<file path="config.mk">
export PLATFORM = sky130hd
export DESIGN_NAME = aud_rx_deser
export DESIGN_NICKNAME = d
export VERILOG_FILES = /design/src/rtl/aud_rx_pkg.sv /design/src/rtl/aud_rx_edge.sv /design/src/rtl/aud_rx_phase.sv /design/src/rtl/aud_rx_accum.sv /design/src/rtl/aud_rx_fsm.sv /design/src/rtl/aud_rx_deser.sv
export SDC_FILE = /design/constraint.sdc
export NUM_CORES = 1
export LEC_CHECK = 0
export CORE_MARGIN = 5
export CORE_UTILIZATION = 52
export CTS_CLUSTER_SIZE = 24
export DETAILED_ROUTE_END_ITERATION = 10
export PLACE_DENSITY = 0.76
export SLEW_MARGIN = 40
export SYNTH_ARGS = -nofsm -noshare
export SYNTH_HDL_FRONTEND = slang
export SYNTH_HIERARCHICAL = 1
export SYNTH_SLANG_ARGS = --single-unit
</file>
<file path="constraint.sdc">
create_clock -name clk -period 3.1 [get_ports clk]
set_clock_uncertainty 0.05 [all_clocks]
set_input_delay 0.465 -clock clk [delete_from_list [all_inputs] [get_ports clk]]
set_output_delay 0.465 -clock clk [all_outputs]
set_load 0.05 [all_outputs]
</file>
<file path="src/rtl/aud_rx_pkg.sv">
package aud_rx_pkg;

    localparam int WORD_W = 24;

    typedef enum logic [2:0] {
        FMT_LJ   = 3'b000,
        FMT_I2S  = 3'b001,
        FMT_RJ16 = 3'b010,
        FMT_RJ24 = 3'b011,
        FMT_RJ20 = 3'b100,
        FMT_RJ18 = 3'b101,
        FMT_RSV6 = 3'b110,
        FMT_RSV7 = 3'b111
    } fmt_e;

    typedef enum logic [1:0] {
        ST_IDLE,
        ST_SEEK,
        ST_LEFT,
        ST_RIGHT
    } rx_state_e;

    function automatic logic fmt_reserved(input logic [2:0] f);
        return f[2] & f[1];
    endfunction

    function automatic logic fmt_right_just(input logic [2:0] f);
        return (f >= 3'd2) && (f <= 3'd5);
    endfunction

    function automatic int unsigned rj_width(input logic [2:0] f);
        unique case (f)
            FMT_RJ16: return 16;
            FMT_RJ20: return 20;
            FMT_RJ18: return 18;
            default:  return 24;
        endcase
    endfunction

endpackage

</file>
<file path="src/rtl/aud_rx_edge.sv">
module aud_rx_edge #(
    parameter int SYNC_STAGES = 2
) (
    input  logic clk,
    input  logic rst_n,
    input  logic bit_clk,
    input  logic frm_clk,
    input  logic ser_dat,
    output logic bit_stb,
    output logic frm_smp,
    output logic dat_smp
);

    localparam int TOP = SYNC_STAGES - 1;

    logic [SYNC_STAGES-1:0] b_sh;
    logic [SYNC_STAGES-1:0] f_sh;
    logic [SYNC_STAGES-1:0] d_sh;
    logic                   b_last;

    generate
        if (SYNC_STAGES == 1) begin : g_one
            always_ff @(posedge clk) begin
                if (!rst_n) begin
                    b_sh <= '0;
                    f_sh <= '0;
                    d_sh <= '0;
                end else begin
                    b_sh <= bit_clk;
                    f_sh <= frm_clk;
                    d_sh <= ser_dat;
                end
            end
        end else begin : g_many
            always_ff @(posedge clk) begin
                if (!rst_n) begin
                    b_sh <= '0;
                    f_sh <= '0;
                    d_sh <= '0;
                end else begin
                    b_sh <= {b_sh[SYNC_STAGES-2:0], bit_clk};
                    f_sh <= {f_sh[SYNC_STAGES-2:0], frm_clk};
                    d_sh <= {d_sh[SYNC_STAGES-2:0], ser_dat};
                end
            end
        end
    endgenerate

    always_ff @(posedge clk) begin
        if (!rst_n) b_last <= 1'b0;
        else        b_last <= b_sh[TOP];
    end

    assign bit_stb = b_sh[TOP] & ~b_last;
    assign frm_smp = f_sh[TOP];
    assign dat_smp = d_sh[TOP];

    AST_STB_SINGLE: assert property (@(posedge clk) disable iff (!rst_n)
        bit_stb |=> !bit_stb);

endmodule

</file>
<file path="src/rtl/aud_rx_phase.sv">
module aud_rx_phase (
    input  logic clk,
    input  logic rst_n,
    input  logic bit_stb,
    input  logic frm_smp,
    input  logic fmt_i2s,
    output logic left_now,
    output logic slot_edge
);

    logic f_prev;
    logic left_prev;
    logic eff_lvl;

    // I2S is seen through a frame clock delayed by one bit and inverted,
    // which turns it into the left-justified case.
    always_comb begin
        eff_lvl   = fmt_i2s ? f_prev : frm_smp;
        left_now  = fmt_i2s ? ~eff_lvl : eff_lvl;
        slot_edge = left_now ^ left_prev;
    end

    always_ff @(posedge clk) begin
        if (!rst_n) begin
            f_prev    <= 1'b0;
            left_prev <= 1'b0;
        end else if (bit_stb) begin
            f_prev    <= frm_smp;
            left_prev <= left_now;
        end
    end

endmodule

</file>
<file path="src/rtl/aud_rx_accum.sv">
module aud_rx_accum
    import aud_rx_pkg::*;
#(
    parameter int IDX_W = 7
) (
    input  logic              clk,
    input  logic              rst_n,
    input  logic              bit_stb,
    input  logic              dat_smp,
    input  logic              slot_edge,
    input  logic [2:0]        fmt,
    output logic [WORD_W-1:0] word_aligned
);

    localparam int POS_W = $clog2(WORD_W);

    logic [WORD_W-1:0] acc;
    logic [IDX_W-1:0]  idx;
    logic [POS_W-1:0]  pos;
    logic              positional;

    assign positional = !fmt_right_just(fmt);
    assign pos        = POS_W'(WORD_W - 1) - idx[POS_W-1:0];

    always_ff @(posedge clk) begin
        if (!rst_n) begin
            acc <= '0;
            idx <= '0;
        end else if (bit_stb) begin
            if (slot_edge) begin
                idx <= IDX_W'(1);
                if (positional) acc <= {dat_smp, {(WORD_W-1){1'b0}}};
                else            acc <= {{(WORD_W-1){1'b0}}, dat_smp};
            end else begin
                if (idx != {IDX_W{1'b1}}) idx <= idx + IDX_W'(1);
                if (positional) begin
                    if (idx < IDX_W'(WORD_W)) acc[pos] <= dat_smp;
                end else begin
                    acc <= {acc[WORD_W-2:0], dat_smp};
                end
            end
        end
    end

    always_comb begin
        if (positional) word_aligned = acc;
        else            word_aligned = acc << (WORD_W - rj_width(fmt));
    end

    AST_IDX_RESTART: assert property (@(posedge clk) disable iff (!rst_n)
        (bit_stb && slot_edge) |=> (idx == IDX_W'(1)));

endmodule

</file>
<file path="src/rtl/aud_rx_fsm.sv">
module aud_rx_fsm
    import aud_rx_pkg::*;
(
    input  logic              clk,
    input  logic              rst_n,
    input  logic              bit_stb,
    input  logic              left_now,
    input  logic              slot_edge,
    input  logic              fmt_chg,
    input  logic              fmt_rsv,
    input  logic [2:0]        fmt,
    input  logic [WORD_W-1:0] word_aligned,
    output logic [WORD_W-1:0] left_word,
    output logic [WORD_W-1:0] right_word,
    output logic              word_vld
);

    rx_state_e         state;
    rx_state_e         nxt;
    logic [WORD_W-1:0] left_hold;
    logic              usable;
    logic              enter_left;
    logic              enter_right;
    logic              take_left;
    logic              take_frame;

    assign usable      = !fmt_chg && !fmt_rsv;
    assign enter_left  = bit_stb && slot_edge && left_now;
    assign enter_right = bit_stb && slot_edge && !left_now;
    assign take_left   = usable && enter_right && (state == ST_LEFT);
    assign take_frame  = usable && enter_left && (state == ST_RIGHT);

    always_comb begin
        nxt = state;
        unique case (state)
            ST_IDLE:  if (bit_stb)     nxt = ST_SEEK;
            ST_SEEK:  if (enter_left)  nxt = ST_LEFT;
            ST_LEFT:  if (enter_right) nxt = ST_RIGHT;
            ST_RIGHT: if (enter_left)  nxt = ST_LEFT;
        endcase
        if (!usable) nxt = ST_IDLE;
    end

    always_ff @(posedge clk) begin
        if (!rst_n) state <= ST_IDLE;
        else        state <= nxt;
    end

    always_ff @(posedge clk) begin
        if (!rst_n) begin
            left_hold  <= '0;
            left_word  <= '0;
            right_word <= '0;
            word_vld   <= 1'b0;
        end else begin
            word_vld <= take_frame;
            if (take_left) left_hold <= word_aligned;
            if (take_frame) begin
                left_word  <= left_hold;
                right_word <= word_aligned;
            end
        end
    end

    AST_VLD_SINGLE: assert property (@(posedge clk) disable iff (!rst_n)
        word_vld |=> !word_vld);
    AST_OUT_STABLE: assert property (@(posedge clk) disable iff (!rst_n)
        !word_vld |-> ($stable(left_word) && $stable(right_word)));
    AST_RSV_QUIET: assert property (@(posedge clk) disable iff (!rst_n)
        fmt_rsv |=> !word_vld);
    AST_IDLE_QUIET: assert property (@(posedge clk) disable iff (!rst_n)
        (state == ST_IDLE) |=> !word_vld);
    AST_ZERO_FILL: assert property (@(posedge clk) disable iff (!rst_n)
        (word_vld && fmt == FMT_RJ16) |-> (left_word[7:0] == 8'h0 && right_word[7:0] == 8'h0));

endmodule

</file>
<file path="src/rtl/aud_rx_deser.sv">
module aud_rx_deser
    import aud_rx_pkg::*;
#(
    parameter int SYNC_STAGES = 2,
    parameter int MAX_RATIO   = 128
) (
    input  logic              clk,
    input  logic              rst_n,
    input  logic [2:0]        fmt_sel,
    input  logic              bit_clk,
    input  logic              frm_clk,
    input  logic              ser_dat,
    output logic [WORD_W-1:0] left_word,
    output logic [WORD_W-1:0] right_word,
    output logic              word_vld
);

    localparam int IDX_W = $clog2(MAX_RATIO);

    logic [2:0]        fmt_q;
    logic              fmt_chg;
    logic              fmt_rsv;
    logic              fmt_i2s;
    logic              bit_stb;
    logic              frm_smp;
    logic              dat_smp;
    logic              left_now;
    logic              slot_edge;
    logic [WORD_W-1:0] word_aligned;

    always_ff @(posedge clk) begin
        if (!rst_n) fmt_q <= FMT_LJ;
        else        fmt_q <= fmt_sel;
    end

    assign fmt_chg = (fmt_sel != fmt_q);
    assign fmt_rsv = fmt_reserved(fmt_q);
    assign fmt_i2s = (fmt_q == FMT_I2S);

    aud_rx_edge #(
        .SYNC_STAGES(SYNC_STAGES)
    ) u_edge (
        .clk     (clk),
        .rst_n   (rst_n),
        .bit_clk (bit_clk),
        .frm_clk (frm_clk),
        .ser_dat (ser_dat),
        .bit_stb (bit_stb),
        .frm_smp (frm_smp),
        .dat_smp (dat_smp)
    );

    aud_rx_phase u_phase (
        .clk       (clk),
        .rst_n     (rst_n),
        .bit_stb   (bit_stb),
        .frm_smp   (frm_smp),
        .fmt_i2s   (fmt_i2s),
        .left_now  (left_now),
        .slot_edge (slot_edge)
    );

    aud_rx_accum #(
        .IDX_W(IDX_W)
    ) u_accum (
        .clk          (clk),
        .rst_n        (rst_n),
        .bit_stb      (bit_stb),
        .dat_smp      (dat_smp),
        .slot_edge    (slot_edge),
        .fmt          (fmt_q),
        .word_aligned (word_aligned)
    );

    aud_rx_fsm u_fsm (
        .clk          (clk),
        .rst_n        (rst_n),
        .bit_stb      (bit_stb),
        .left_now     (left_now),
        .slot_edge    (slot_edge),
        .fmt_chg      (fmt_chg),
        .fmt_rsv      (fmt_rsv),
        .fmt          (fmt_q),
        .word_aligned (word_aligned),
        .left_word    (left_word),
        .right_word   (right_word),
        .word_vld     (word_vld)
    );

endmodule

</file>
==> results of run 1 <==
state kept, by name (all words and copies together), names as in the netlist, 3 cells and up:
signal            flops
fmt_q                 3
u_accum/idx           7
u_fsm/left_word      24
u_accum/acc          24
u_fsm/left_hold      24
u_fsm/right_word     24
report_power, final:
part	switching, mW	internal, mW	leakage [nW]
Combinational	0.199	0.105	1.59
Sequential	0.0154	1.53	0.953
Clock	0.691	1.24	0.289
metrics by stage:
stage	setup slack (ns)	cell area [um^2]	util [%]	total power, mW
floorplan	0.128	6200	-	1.78
finish	0.266	7520	65.0	3.78
global placement	0.378	6910	59.8	1.87
CTS	0.218	7510	64.9	3.80
detailed placement	0.256	6910	59.8	1.87
global route	0.0511	7520	65.0	3.93
what timing repair did:
item	CTS	global route
buffers inserted	0	0
resized for setup	0	1
setup endpoints to repair	0	11
worst min path at each step:
stage,cells past startpoint,slack (ns),from,end
2_1_floorplan,1,0.36,u_edge/b_sh[0]$_SDFF_PN0_,u_edge/b_sh[1]$_SDFF_PN0_
3_3_place_gp,1,0.37,u_edge/f_sh[0]$_SDFF_PN0_,u_edge/f_sh[1]$_SDFF_PN0_
3_5_place_dp,1,0.37,u_edge/f_sh[0]$_SDFF_PN0_,u_edge/f_sh[1]$_SDFF_PN0_
4_1_cts,1,0.38,u_edge/f_sh[0]$_SDFF_PN0_,u_edge/f_sh[1]$_SDFF_PN0_
5_1_grt,1,0.38,u_edge/f_sh[0]$_SDFF_PN0_,u_edge/f_sh[1]$_SDFF_PN0_
6_report,1,0.38,u_edge/f_sh[0]$_SDFF_PN0_,u_edge/f_sh[1]$_SDFF_PN0_
kinds of logic after synthesis:
logic type,count (synthesis)
AOI/OAI and AO/OA,145
xor gates and xnor gates,6
adders and majority gates,6
buffers and inverters,69
DFF,118
muxes,101
and+or+nand+nor,253
layout make-up:
type,instances,area [um^2]
repair buffers,79,768
clock buffers,21,470
flip-flops and latches,118,2360
well taps,143,179
inverters,15,56.3
fillers,928,4050
multi-input cells,511,3560
clock inverters,11,125
layout by cell type (no fill, tap or decap), types with 7 or more instances in the layout:
master / Yosys / layout
nor3_1: 16 / 16
a22o_1: 7 / 7
clkdlybuf4s50_1: 0 / 55
buf_4: 2 / 21
a221o_1: 7 / 7
nor2_1: 20 / 19
clkbuf_16: 0 / 17
o21ai_0: 25 / 25
mux2i_1: 90 / 90
mux4_1: 8 / 8
dfxtp_1: 118 / 118
and2_1: 22 / 22
o211ai_1: 8 / 8
nand2_1: 137 / 137
nand3_1: 9 / 9
inv_1: 14 / 14
a21oi_1: 34 / 34
a31o_2: 10 / 10
a211oi_1: 9 / 9
metal layers:
metal / part of all wire, % / track usage [%]
met1: 43 / 28.6
met2: 49 / 39.0
met3: 6.7 / 6.68
met4: 1.8 / 8.76
met5: 0 / 0
worst max-delay path: stages (launching register included):
cell,delay [ns]
dfxtp_1,0.43
and2b_2,0.27
nand2b_1,0.09
ha_1,0.15
inv_1,0.04
ha_1,0.34
or3b_2,0.48
o21ai_0,0.22
o21a_2,0.27
a221o_1,0.19
nand2_1,0.07
mux2i_1,0.15
==> impl_metrics.toml, run 1 <==
[status]
outcome = "complete, no violations"

[die]
die_h_um = 119
dieArea_um2 = 14200
std_cell_rows = 39
die_w_um = 119
start_util_pct = 53.6
io_pins = 57
core_area_um2 = 11600

[drt]
drtAntennaViolNets = 0
wl_um = 16400
routedWlPerCell_um = 18.3
vias = 5555
routed_via_density = 6.19
drtIter0Drc = 549
firstDrtPassIters = 5
drc = 0

[global_routing]
grt_overflow = 0
grt_pass1_wl_um = 27100
grt.total_usage_pct = 23.4
antenna_found_initial = 0
grt_max_degree = 76
first_global_vias = 5434

[placed_design]
dp.final_hpwl_um = 11400
placed_cells = 866
gp_congestion = 0.937
io_buffers = 56

[timing]
holdWs_ns = 0.378
fmax_mhz = 353
min_period_ns = 2.83
relSlewSlack_pct = 44.9
hold_violations = 0
finalSetupViolations = 0
slew_violations = 0
final.period_utilization_pct = 91.4
setup-tns-final_ns = 0
grt_setup_unrepaired = "false"
worstMarginPinSlew_ns = 0.819

[synthesis]
synth_adder_area_share_pct = 1.21
syn_nets = 712
synth_seq_cells = 118
yosys-top-cells-count = "nand2_1, dfxtp_1, mux2i_1, clkbuf_1, a21oi_1"
yosysWarnings = 6
synth-main-ff-cell = "dfxtp_1"
synth.most_common_cell = "nand2_1"
synth_top_family_by_area = "simple AND/OR/NAND/NOR gates"
synth-xor-area-share_pct = 0.848
synthSimpleGateAreaFrac_pct = 19.4
ys_types = 63
synth_compound_area_share_pct = 16.7
synthArstFlopShare_pct = 0
synth.cell_area_um2 = 6200
yosysSeqAreaShare_pct = 38.1
syn_avg_cell_area_um2 = 8.88
synth_edf_count = 0
synthTopCellsByArea = "dfxtp_1, mux2i_1, nand2_1, mux4_1, a21oi_1"
syn_inst = 698
muxShareOfSynthArea_pct = 18.7
synth_top_area_share_pct = 38.1
synth_top_area_cell = "dfxtp_1"

[setup_path]
end_kind = "flip-flop"
worst_r2r_path_depth = 11
r2r-end = "u_fsm/right_word[16]$_SDFFE_PN0P_"
cp-start-kind = "flip-flop"
critPathLaunch = "fmt_q[1]$_SDFF_PN0_"
rrSetupSlack_ns = 0.27
crit_end = "u_fsm/right_word[16]$_SDFFE_PN0P_"
r2r-start = "fmt_q[1]$_SDFF_PN0_"
cp_data_arrival_time_ns = 3.12
path_class = "reg -> reg"
critPathMaxFanout = 8
required_ns = 3.39

[clock_network]
cts.path.max_buffers = 2
cts_max_level = 4
cts_buffers = 17
path_clk_slew_ns = 0.06
cts_tree = "done"
hold_buffers = 0
clock_latency_ns = 0.42
cts-root-buf = "clkbuf_16"
cts.sinks = 118

[finish]
diodes = 0
areaGrowthSynthToFinish_pct = 21.3
nets = 756
layout-drive-gt1-share_pct = 10.7
final_cell_count_no_fill = 898

[power_and_ir_drop]
ir_drop_v = 0.000375
power_density_nw_per_um2 = 503
power_leakage_nw = 2.83

[run]
drv_cap = 0

[hold_path]
hold_class = "reg -> reg"
Power figures use the tool's default switching activity.
==> run 2: changes to the inputs <==
--- a/config.mk
+++ b/config.mk
@@ -9,6 +9,7 @@
 export CORE_UTILIZATION = 52
 export CTS_CLUSTER_SIZE = 24
 export DETAILED_ROUTE_END_ITERATION = 10
+export HOLD_SLACK_MARGIN = 0.02
 export PLACE_DENSITY = 0.76
 export SLEW_MARGIN = 40
 export SYNTH_ARGS = -nofsm -noshare
==> results of run 2 <==
Final layout, timing and power as in run 1 (identical DEF).
==> run 3: changes to the inputs <==
--- a/config.mk
+++ b/config.mk
@@ -5,6 +5,7 @@
 export SDC_FILE = /design/constraint.sdc
 export NUM_CORES = 1
 export LEC_CHECK = 0
+export CORE_ASPECT_RATIO = 1.5
 export CORE_MARGIN = 5
 export CORE_UTILIZATION = 52
 export CTS_CLUSTER_SIZE = 24
==> impl_metrics.toml, run 3 (synthesis gave the netlist of run 1 again) <==
[power_and_ir_drop]
power_density_nw_per_um2 = 519
power_leakage_nw = 2.84
ir_drop_v = 0.000359
p_total_mw = 3.93

[placed_design]
io_buffers = 56
dp.final_hpwl_um = 11400
gp_congestion = 1.05

[clock_network]
cts_tree = "done"
hold_buffers = 0
clock_latency_ns = 0.41
cts_buffers = 17
path_clk_slew_ns = 0.06
cts_max_level = 4
cts-root-buf = "clkbuf_16"
postCtsSetupRepairBufs = 0
cts.sinks = 118
cts.path.max_buffers = 2
cts_resized = 0

[drt]
drtAntennaViolNets = 0
routed_via_density = 6.13
wl_um = 16500
drtIter0Drc = 390
vias = 5553
drc = 0
firstDrtPassIters = 6
routedWlPerCell_um = 18.2

[run]
drv_cap = 0

[timing]
fmax_mhz = 350
final.period_utilization_pct = 92.1
grt_setup_unrepaired = "false"
worstMarginPinSlew_ns = 0.751
min_period_ns = 2.85
hold_violations = 0
setup-tns-final_ns = 0
relSlewSlack_pct = 49.7
slew_violations = 0
finalSetupViolations = 0

[die]
start_util_pct = 53.5
die_w_um = 99.1
core_area_um2 = 11600
io_pins = 57
std_cell_rows = 48
dieArea_um2 = 14200
die_h_um = 144

[finish]
layout-drive-gt1-share_pct = 11.0
areaGrowthSynthToFinish_pct = 22.0
layout_common_cells = "nand2_1, dfxtp_1, mux2i_1"
layout_commonest_cell = "nand2_1"
diodes = 0
nets = 757

[hold_path]
hold_class = "in -> reg"

[setup_path]
required_ns = 3.40
critPathMaxFanout = 8
cp-start-kind = "flip-flop"
path_delay_family = "simple AND/OR/NAND/NOR gates"
crit_top_cell = "ha_1"
cp_data_arrival_time_ns = 3.15
path_buf_inv = 1
slowest_stage = "or3b_2"
worst_path_largest_cell_delay_ns = 0.48
path_cells = "and2b_2 -> nand2b_1 -> ha_1 -> inv_1 -> ha_1 -> or3b_2 -> o21ai_0 -> o21a_1 -> a221o_1 -> nand2_1 -> mux2i_1"
end_kind = "flip-flop"
path_class = "reg -> reg"

[global_routing]
grt.total_usage_pct = 23.6
grt_pass1_wl_um = 27200
grt_max_degree = 126
first_global_vias = 5500
antenna_found_initial = 0
grt_overflow = 0

[status]
outcome = "complete, no violations"
-- run 3: changes by cell type in the layout (fill, tap and decap cells not counted), sizes merged --
cell      change
bufinv        +2
buf           +1
clkinvlp      +2
clkinv        -4
clkbuf        -3
inv           +3
-- run 3: worst paths after layout --
| path | endpoint | slack, ns | cells after the start | startpoint |
|---|---|---|---|---|
| hold / removal | u_accum/acc[4]$_SDFFE_PN0P_ | 0.34 | 2 | rst_n |
| setup / recovery | u_fsm/right_word[22]$_SDFFE_PN0P_ | 0.25 | 11 | fmt_q[1]$_SDFF_PN0_ |
| hold reg to reg | u_edge/d_sh[1]$_SDFF_PN0_ | 0.38 | 1 | u_edge/d_sh[0]$_SDFF_PN0_ |
| setup reg to reg | u_fsm/right_word[22]$_SDFFE_PN0P_ | 0.25 | 11 | fmt_q[1]$_SDFF_PN0_ |
-- run 3: per-stage QoR --
stage	hold slack [ns]	cells	utilization, %	instance area, um^2	setup slack, ns
3_5_place_dp	0.377	874	59.7	6920	0.275
6_report	0.340	906	65.2	7560	0.245
3_3_place_gp	0.369	874	59.7	6920	0.293
5_1_grt	0.335	906	65.2	7560	0.0451
4_1_cts	0.330	906	65.1	7550	0.251
2_1_floorplan	0.362	698	-	6200	0.128
-- run 3: area by class of cell --
class	instances	area [um^2]
fillers	945	4030
multi-input cells	511	3560
flip-flops and latches	118	2360
repair buffers	80	763
clock buffers	18	429
clock inverters	14	199
well taps	150	188
inverters	15	56.3
-- run 3: power by group --
part / switching [mW] / internal [mW] / total, mW
Combinational: 0.200 / 0.101 / 0.301
Sequential: 0.0144 / 1.53 / 1.54
Clock: 0.730 / 1.35 / 2.08
Total: 0.944 / 2.98 / 3.93
-- run 3: layer usage --
layer,share of wire [%],GRT usage (%)
met1,40,26.6
met2,52,41.4
met4,3.6,13.2
met3,4.7,4.52
met5,0,0
